**src/rtl/psa_pkg.sv**
```systemverilog
package psa_pkg;
  typedef enum logic {
    ST_HUNT = 1'b0,
    ST_LOCK = 1'b1
  } psa_state_e;

  localparam int SLOTS = 2;
endpackage

```
**src/rtl/psa_shifter.sv**
```systemverilog
module psa_shifter #(
  parameter int W     = 32,
  parameter int LEN_W = 6
) (
  input  logic             clk,
  input  logic             rst_n,
  input  logic             clr_i,
  input  logic             stb_i,
  input  logic             bit_i,
  output logic [W-1:0]     win_o,
  output logic [LEN_W-1:0] fill_o
);
  localparam logic [LEN_W-1:0] FILL_MAX = LEN_W'(W);

  logic [W-1:0]     hist_q;
  logic [LEN_W-1:0] fill_q;

  // window as it stands once the current bit is included
  assign win_o  = {hist_q[W-2:0], bit_i};
  assign fill_o = (fill_q == FILL_MAX) ? FILL_MAX : fill_q + 1'b1;

  always_ff @(posedge clk or negedge rst_n) begin
    if (!rst_n) begin
      hist_q <= '0;
      fill_q <= '0;
    end else if (clr_i) begin
      hist_q <= '0;
      fill_q <= '0;
    end else if (stb_i) begin
      hist_q <= win_o;
      fill_q <= fill_o;
    end
  end

  AST_FILL_BOUND: assert property (@(posedge clk) disable iff (!rst_n)
    fill_q <= FILL_MAX);

  AST_CLEAR_FILL: assert property (@(posedge clk) disable iff (!rst_n)
    clr_i |=> fill_q == '0);
endmodule

```
**src/rtl/psa_slot_cmp.sv**
```systemverilog
module psa_slot_cmp #(
  parameter int W       = 32,
  parameter int LEN_W   = 6,
  parameter int MIN_LEN = 4
) (
  input  logic             stb_i,
  input  logic             en_i,
  input  logic [W-1:0]     pat_i,
  input  logic [LEN_W-1:0] len_i,
  input  logic [W-1:0]     win_i,
  input  logic [LEN_W-1:0] fill_i,
  output logic             hit_o
);
  localparam logic [LEN_W-1:0] LMIN = LEN_W'(MIN_LEN);
  localparam logic [LEN_W-1:0] LMAX = LEN_W'(W);

  logic [LEN_W-1:0] eff_len;
  logic [W-1:0]     mask;
  logic [W-1:0]     diff;

  always_comb begin
    if (len_i < LMIN)      eff_len = LMIN;
    else if (len_i > LMAX) eff_len = LMAX;
    else                   eff_len = len_i;
  end

  always_comb begin
    for (int i = 0; i < W; i++) begin
      mask[i] = (LEN_W'(i) < eff_len);
    end
  end

  assign diff  = (win_i ^ pat_i) & mask;
  assign hit_o = stb_i && en_i && (fill_i >= eff_len) && (diff == '0);
endmodule

```
**src/rtl/psa_deser.sv**
```systemverilog
module psa_deser #(
  parameter int BYTE_W = 8
) (
  input  logic              clk,
  input  logic              rst_n,
  input  logic              lock_i,
  input  logic              clr_i,
  input  logic              stb_i,
  input  logic              bit_i,
  output logic [BYTE_W-1:0] data_o,
  output logic              valid_o,
  input  logic              ready_i
);
  localparam int               CNT_W = $clog2(BYTE_W);
  localparam logic [CNT_W-1:0] LAST  = CNT_W'(BYTE_W - 1);

  logic [CNT_W-1:0]  cnt_q;
  logic [BYTE_W-1:0] acc_q;
  logic [BYTE_W-1:0] next_acc;
  logic              done;

  assign next_acc = {acc_q[BYTE_W-2:0], bit_i};
  assign done     = stb_i && lock_i && (cnt_q == LAST);

  always_ff @(posedge clk or negedge rst_n) begin
    if (!rst_n) begin
      cnt_q <= '0;
      acc_q <= '0;
    end else if (clr_i) begin
      cnt_q <= '0;
      acc_q <= '0;
    end else if (stb_i && lock_i) begin
      cnt_q <= (cnt_q == LAST) ? '0 : cnt_q + 1'b1;
      acc_q <= next_acc;
    end
  end

  always_ff @(posedge clk or negedge rst_n) begin
    if (!rst_n) begin
      valid_o <= 1'b0;
      data_o  <= '0;
    end else if (done && (!valid_o || ready_i)) begin
      valid_o <= 1'b1;
      data_o  <= next_acc;
    end else if (ready_i) begin
      valid_o <= 1'b0;
    end
  end

  AST_NO_BYTE_HUNT: assert property (@(posedge clk) disable iff (!rst_n)
    $rose(valid_o) |-> $past(lock_i));

  AST_HOLD_STABLE: assert property (@(posedge clk) disable iff (!rst_n)
    valid_o && !ready_i |=> valid_o && $stable(data_o));

  AST_ALIGN_START: assert property (@(posedge clk) disable iff (!rst_n)
    $rose(lock_i) |-> cnt_q == '0);
endmodule

```
**src/rtl/preamble_sync_aligner.sv**
```systemverilog
module preamble_sync_aligner #(
  parameter int W       = 32,
  parameter int LEN_W   = 6,
  parameter int MIN_LEN = 4,
  parameter int BYTE_W  = 8
) (
  input  logic              clk,
  input  logic              rst_n,
  input  logic              bit_i,
  input  logic              bit_stb_i,
  input  logic [W-1:0]      pat0_i,
  input  logic [W-1:0]      pat1_i,
  input  logic [LEN_W-1:0]  len0_i,
  input  logic [LEN_W-1:0]  len1_i,
  input  logic              en0_i,
  input  logic              en1_i,
  input  logic              rearm_i,
  output logic [BYTE_W-1:0] byte_o,
  output logic              byte_valid_o,
  input  logic              byte_ready_i,
  output logic              matched_o,
  output logic              match_id_o
);
  import psa_pkg::*;

  psa_state_e state_q;

  logic             hunt_stb;
  logic             lock_stb;
  logic [W-1:0]     win;
  logic [LEN_W-1:0] fill;
  logic [SLOTS-1:0] hit;
  logic             match_now;

  logic [W-1:0]     pat_a [SLOTS];
  logic [LEN_W-1:0] len_a [SLOTS];
  logic [SLOTS-1:0] en_a;

  assign pat_a[0] = pat0_i;
  assign pat_a[1] = pat1_i;
  assign len_a[0] = len0_i;
  assign len_a[1] = len1_i;
  assign en_a     = {en1_i, en0_i};

  assign hunt_stb  = bit_stb_i && !rearm_i && (state_q == ST_HUNT);
  assign lock_stb  = bit_stb_i && !rearm_i && (state_q == ST_LOCK);
  assign match_now = |hit;

  psa_shifter #(.W(W), .LEN_W(LEN_W)) u_shift (
    .clk    (clk),
    .rst_n  (rst_n),
    .clr_i  (rearm_i),
    .stb_i  (hunt_stb),
    .bit_i  (bit_i),
    .win_o  (win),
    .fill_o (fill)
  );

  for (genvar s = 0; s < SLOTS; s++) begin : g_slot
    psa_slot_cmp #(.W(W), .LEN_W(LEN_W), .MIN_LEN(MIN_LEN)) u_cmp (
      .stb_i  (hunt_stb),
      .en_i   (en_a[s]),
      .pat_i  (pat_a[s]),
      .len_i  (len_a[s]),
      .win_i  (win),
      .fill_i (fill),
      .hit_o  (hit[s])
    );
  end

  always_ff @(posedge clk or negedge rst_n) begin
    if (!rst_n) begin
      state_q    <= ST_HUNT;
      match_id_o <= 1'b0;
    end else if (rearm_i) begin
      state_q    <= ST_HUNT;
      match_id_o <= 1'b0;
    end else if (state_q == ST_HUNT && match_now) begin
      state_q    <= ST_LOCK;
      match_id_o <= !hit[0];
    end
  end

  assign matched_o = (state_q == ST_LOCK);

  psa_deser #(.BYTE_W(BYTE_W)) u_deser (
    .clk     (clk),
    .rst_n   (rst_n),
    .lock_i  (state_q == ST_LOCK),
    .clr_i   (rearm_i || match_now),
    .stb_i   (lock_stb),
    .bit_i   (bit_i),
    .data_o  (byte_o),
    .valid_o (byte_valid_o),
    .ready_i (byte_ready_i)
  );

  AST_SLOT0_FIRST: assert property (@(posedge clk) disable iff (!rst_n)
    $rose(matched_o) && match_id_o |-> !$past(hit[0]));

  AST_SLOT_ENABLED: assert property (@(posedge clk) disable iff (!rst_n)
    $rose(matched_o) |-> (match_id_o ? $past(en1_i) : $past(en0_i)));

  AST_LOCK_STICKY: assert property (@(posedge clk) disable iff (!rst_n)
    matched_o && !rearm_i |=> matched_o && $stable(match_id_o));

  AST_REARM_HUNT: assert property (@(posedge clk) disable iff (!rst_n)
    rearm_i |=> !matched_o);
endmodule

```
**config.mk**
```make
export PLATFORM = sky130hd
export DESIGN_NAME = preamble_sync_aligner
export DESIGN_NICKNAME = d
export VERILOG_FILES = /design/src/rtl/psa_pkg.sv /design/src/rtl/psa_shifter.sv /design/src/rtl/psa_slot_cmp.sv /design/src/rtl/psa_deser.sv /design/src/rtl/preamble_sync_aligner.sv
export SDC_FILE = /design/constraint.sdc
export NUM_CORES = 1
export LEC_CHECK = 0
export ABC_AREA = 1
export BUFFER_PORTS_ARGS = -buffer_cell sky130_fd_sc_hd__buf_2
export CORE_AREA = 2 2 96 98
export DETAILED_ROUTE_END_ITERATION = 12
export DIE_AREA = 0 0 98 100
export GPL_TIMING_DRIVEN = 0
export PLACE_DENSITY = 0.74
export REMOVE_ABC_BUFFERS = 1
export SYNTH_ARGS = -nofsm -noshare
export SYNTH_HDL_FRONTEND = slang
export SYNTH_SLANG_ARGS = --single-unit
```
**constraint.sdc**
```tcl
create_clock -name clk -period 2.06 [get_ports clk]
set_input_delay 0 -clock clk [delete_from_list [all_inputs] [get_ports clk]]
set_output_delay 0 -clock clk [all_outputs]
set_load 0.02 [all_outputs]
```
==> qor.csv <==
stage;metric;value;unit
global_routing;gr ovfl total;0;
setup_path;RR Startpoint;u_shift.fill_q[0];
routing;final WL;12400;um
routing;via count;4361;
routing;ANT nets after route;0;
floorplan;area of the core;0.00889;mm2
layout;final instance area;0.00544;mm2
place;routability cong.;0.953;
global_routing;overall routing resource usage;0.263;
pwr;Final Power;3.27;mW
place;hpwl dp;9280;um
pwr;power per standard cell area;601;mW/mm2
floorplan;row count;35;
yosys;Synth top area share;0.339;
hold_path;Hold Crit Depth;3;
yosys;Synth area leader;dfrtp_1;
routing;drt drc;0;
setup_path;worst path required time;2.34;ns
routing;max layer used;met4;
setup_path;R2R Setup Slk;-0.12;ns
sta;setup ws final;-0.123;ns
floorplan;die footprint;0.00980;mm2
sta;crit share post-route;1.06;
global_routing;largest net degree at the start of global routing;59;
yosys;Yosys reg bits;58;
sta;Max Freq;0.458;GHz
yosys;commonest cells in the synthesized netlist;nand2_1, inv_1, dfrtp_1, nand3_1, nor2_1;
routing;drt via density;5.26;
setup_path;CP Data Arrival Time;2.46;ns
yosys;register area share after synthesis;0.339;
setup_path;Worst Path Max Fanout;5;
pwr;worst vdd ir;0.000301;V
setup_path;Setup CP Type;flip-flop to flip-flop;
yosys;Mean Syn Cell Area;7.06;um2
yosys;count leader, synth;nand2_1;
layout;Area Growth Syn to Fin;27.2;%
hold_path;hold path start;bit_i;
job;max cap viols;0;
routing;WL met1;5590;um
clock_network;Clock Path Buffers;2;
sta;fin. max-slew vios;0;
sta;Fin. Hold Viols;0;
run_status;outcome;complete, but fails checks;
yosys;top cells by area, synth;dfrtp_1, nand2_1, xor2_1;
place;Post-Place Cells;801;
pwr;Static Leakage;2.73;nW
yosys;main flop type after synthesis;dfrtp_1;
global_routing;vias in the first global route;4416;
routing;Initial DRT Pass Iterations;5;
layout;Final #Nets;811;
layout;Ant. Diodes;0;
hold_path;hold endpoint;u_deser.data_o[0];
run_status;failing checks;negative setup slack;
yosys;Async S/R FF share, synth;1.00;
yosys;Yosys Warn Count;0;
floorplan;io pins;95;
global_routing;global-route wire length before repair;20700;um
global_routing;initial antenna violation count;0;
setup_path;startpoint types;flip-flop;
routing;routed length per placed instance;15.0;um
layout;final core utilization;0.612;
layout;Post-Layout Cell Count;829;
clock_network;Worst-path clk slew;0.07;ns
setup_path;CP endpoint kind;flip-flop;
sta;final setup vio count;12;
clock_network;H-tree depth;3;
clock_network;cts bufs inserted;9;
clock_network;CTS tree;yes;
floorplan;Die Wd;98;um
routing;Routed met3 length;552;um
floorplan;Die Height;100;um
yosys;cells after synthesis;606;
sta;Worst Tran Pin Value;0.750;ns
sta;max_slew headroom;0.500;
clock_network;CTS sink count;58;
clock_network;Worst-Skew Late Latency;0.36;ns
sta;Tmin final;2.18;ns
place;Area after DPL;0.00484;mm2
sta;clock skew;0.0197;ns
routing;1st-iter DRT viols;253;
layout;fraction of layout instances using a drive strength above 1;0.256;
clock_network;CTS Root Cell;clkbuf_8;
yosys;unique cell type count in the Yosys netlist;33;
routing;Met2 Wirelength;6160;um
sta;RSZ-0062 raised after global routing;yes;
setup_path;reg2reg path depth;12;
yosys;Mapped Area;0.00428;mm2
yosys;number of synthesized flops with an enable pin;0;
floorplan;effective utilization at floorplan;0.481;
place;port buffer count;94;
setup_path;RR Endpoint;u_deser.acc_q[2];
hold_path;HP Class;input port to flip-flop;
layout;filler cell count;837;
registers in the layout, indices dropped and copies added, names as in the netlist:
signal / cells
u_shift.fill_q: 6
match_id_o: 1
u_deser.data_o: 8
u_shift.hist_q: 31
u_deser.acc_q: 7
u_deser.cnt_q: 3
matched_o: 1
u_deser.valid_o: 1
timing repair:
action	4_1_cts	5_1_grt
hold buffers	3	0
resized for setup	24	33
setup endpoints to repair	49	28
endpoints found under the hold margin	35	0
cloned	1	0
pin swaps	13	22
buffers inserted	6	2
per-stage QoR:
step	setup slack [ns]	hold slack [ns]	setup TNS [ns]
floorplan	-0.0478	-0.296	-1.22
finish	-0.123	0.0473	-1.05
detailed placement	-0.919	0.280	-33.86
CTS	-0.0877	0.0469	-0.791
global placement	-0.780	0.292	-30.68
global route	-0.224	0.0781	-2.48
area by class of cell:
cell class / count / area, um2 / area share
multi-input combinational: 459 / 2730 / 0.502
sequential: 58 / 1450 / 0.267
timing repair buffer: 105 / 567 / 0.104
inverter: 80 / 300 / 0.0552
tap: 111 / 139 / 0.0255
clock inverter: 7 / 125 / 0.0230
clock buffer: 9 / 124 / 0.0228
cell usage in the layout (no fill, tap or decap), types with 2 or more instances in the layout:
cell / n
ha_4: 6
inv_2: 10
a211oi_2: 2
nand4_1: 8
nand2_2: 7
buf_2: 93
o21ai_1: 5
a22oi_1: 2
o22ai_1: 32
o211ai_2: 2
buf_4: 8
o21ai_0: 26
dfrtp_2: 2
inv_1: 70
a21oi_1: 9
nor2_1: 49
dfrtp_1: 56
a21oi_2: 4
or2_2: 4
clkbuf_8: 9
nand2_1: 150
xor2_1: 48
nand3_2: 4
a21o_1: 2
xnor2_1: 7
a21boi_0: 2
dlygate4sd3_1: 3
nor2_4: 4
nor2_2: 9
nor3_1: 3
clkinv_4: 3
ha_1: 7
nor3_2: 2
nand3_1: 52
bufinv_16: 3
nand3_4: 5
per-layer routing:
metal  global-route usage  vias up
met5                    0        -
met4               0.0748        0
met3               0.0494       14
met2                0.459      128
met1                0.336     2027
li1                     -     2192
worst max-delay path: stages, from the launching register on:
cell	delay (ns)
dfrtp_2	0.45
nand3_4	0.10
nor2_4	0.10
nand2_2	0.07
xor2_2	0.19
ha_1	0.31
nand2_1	0.09
nor2_1	0.05
a211oi_2	0.26
a21oi_2	0.11
nand3_4	0.11
nand3_4	0.13
nor2_1	0.14
cells by family (layout without fill, tap and decap cells):
group	count (synthesis)	after routing	share of synthesized area
buffers and inverters	90	201	0.0817
AOI/OAI and AO/OA	87	87	0.120
muxes	2	2	0.00498
DFF	58	58	0.339
adders and majority gates	14	14	0.0410
and+or+nand+nor	299	300	0.298
xor gates and xnor gates	56	56	0.115
worst max path at each step:
stage / startpoint / end / slack, ns / cells past startpoint
2_1_floorplan: matched_o / u_shift.fill_q[0] / -0.05 / 4
3_3_place_gp: matched_o / u_shift.fill_q[0] / -0.78 / 4
3_5_place_dp: matched_o / u_shift.fill_q[2] / -0.92 / 4
4_1_cts: u_shift.fill_q[0] / matched_o / -0.09 / 13
5_1_grt: u_shift.fill_q[1] / u_deser.acc_q[2] / -0.22 / 15
6_report: u_shift.fill_q[0] / u_deser.acc_q[2] / -0.12 / 12
report_power, final:
| group | total, mW | switching [mW] | internal (mW) |
|---|---|---|---|
| Combinational | 0.718 | 0.428 | 0.290 |
| Clock | 1.36 | 0.546 | 0.814 |
| Sequential | 1.19 | 0.0349 | 1.16 |
| Total | 3.27 | 1.01 | 2.26 |
Note: power is estimated with default switching activity, not from simulation.
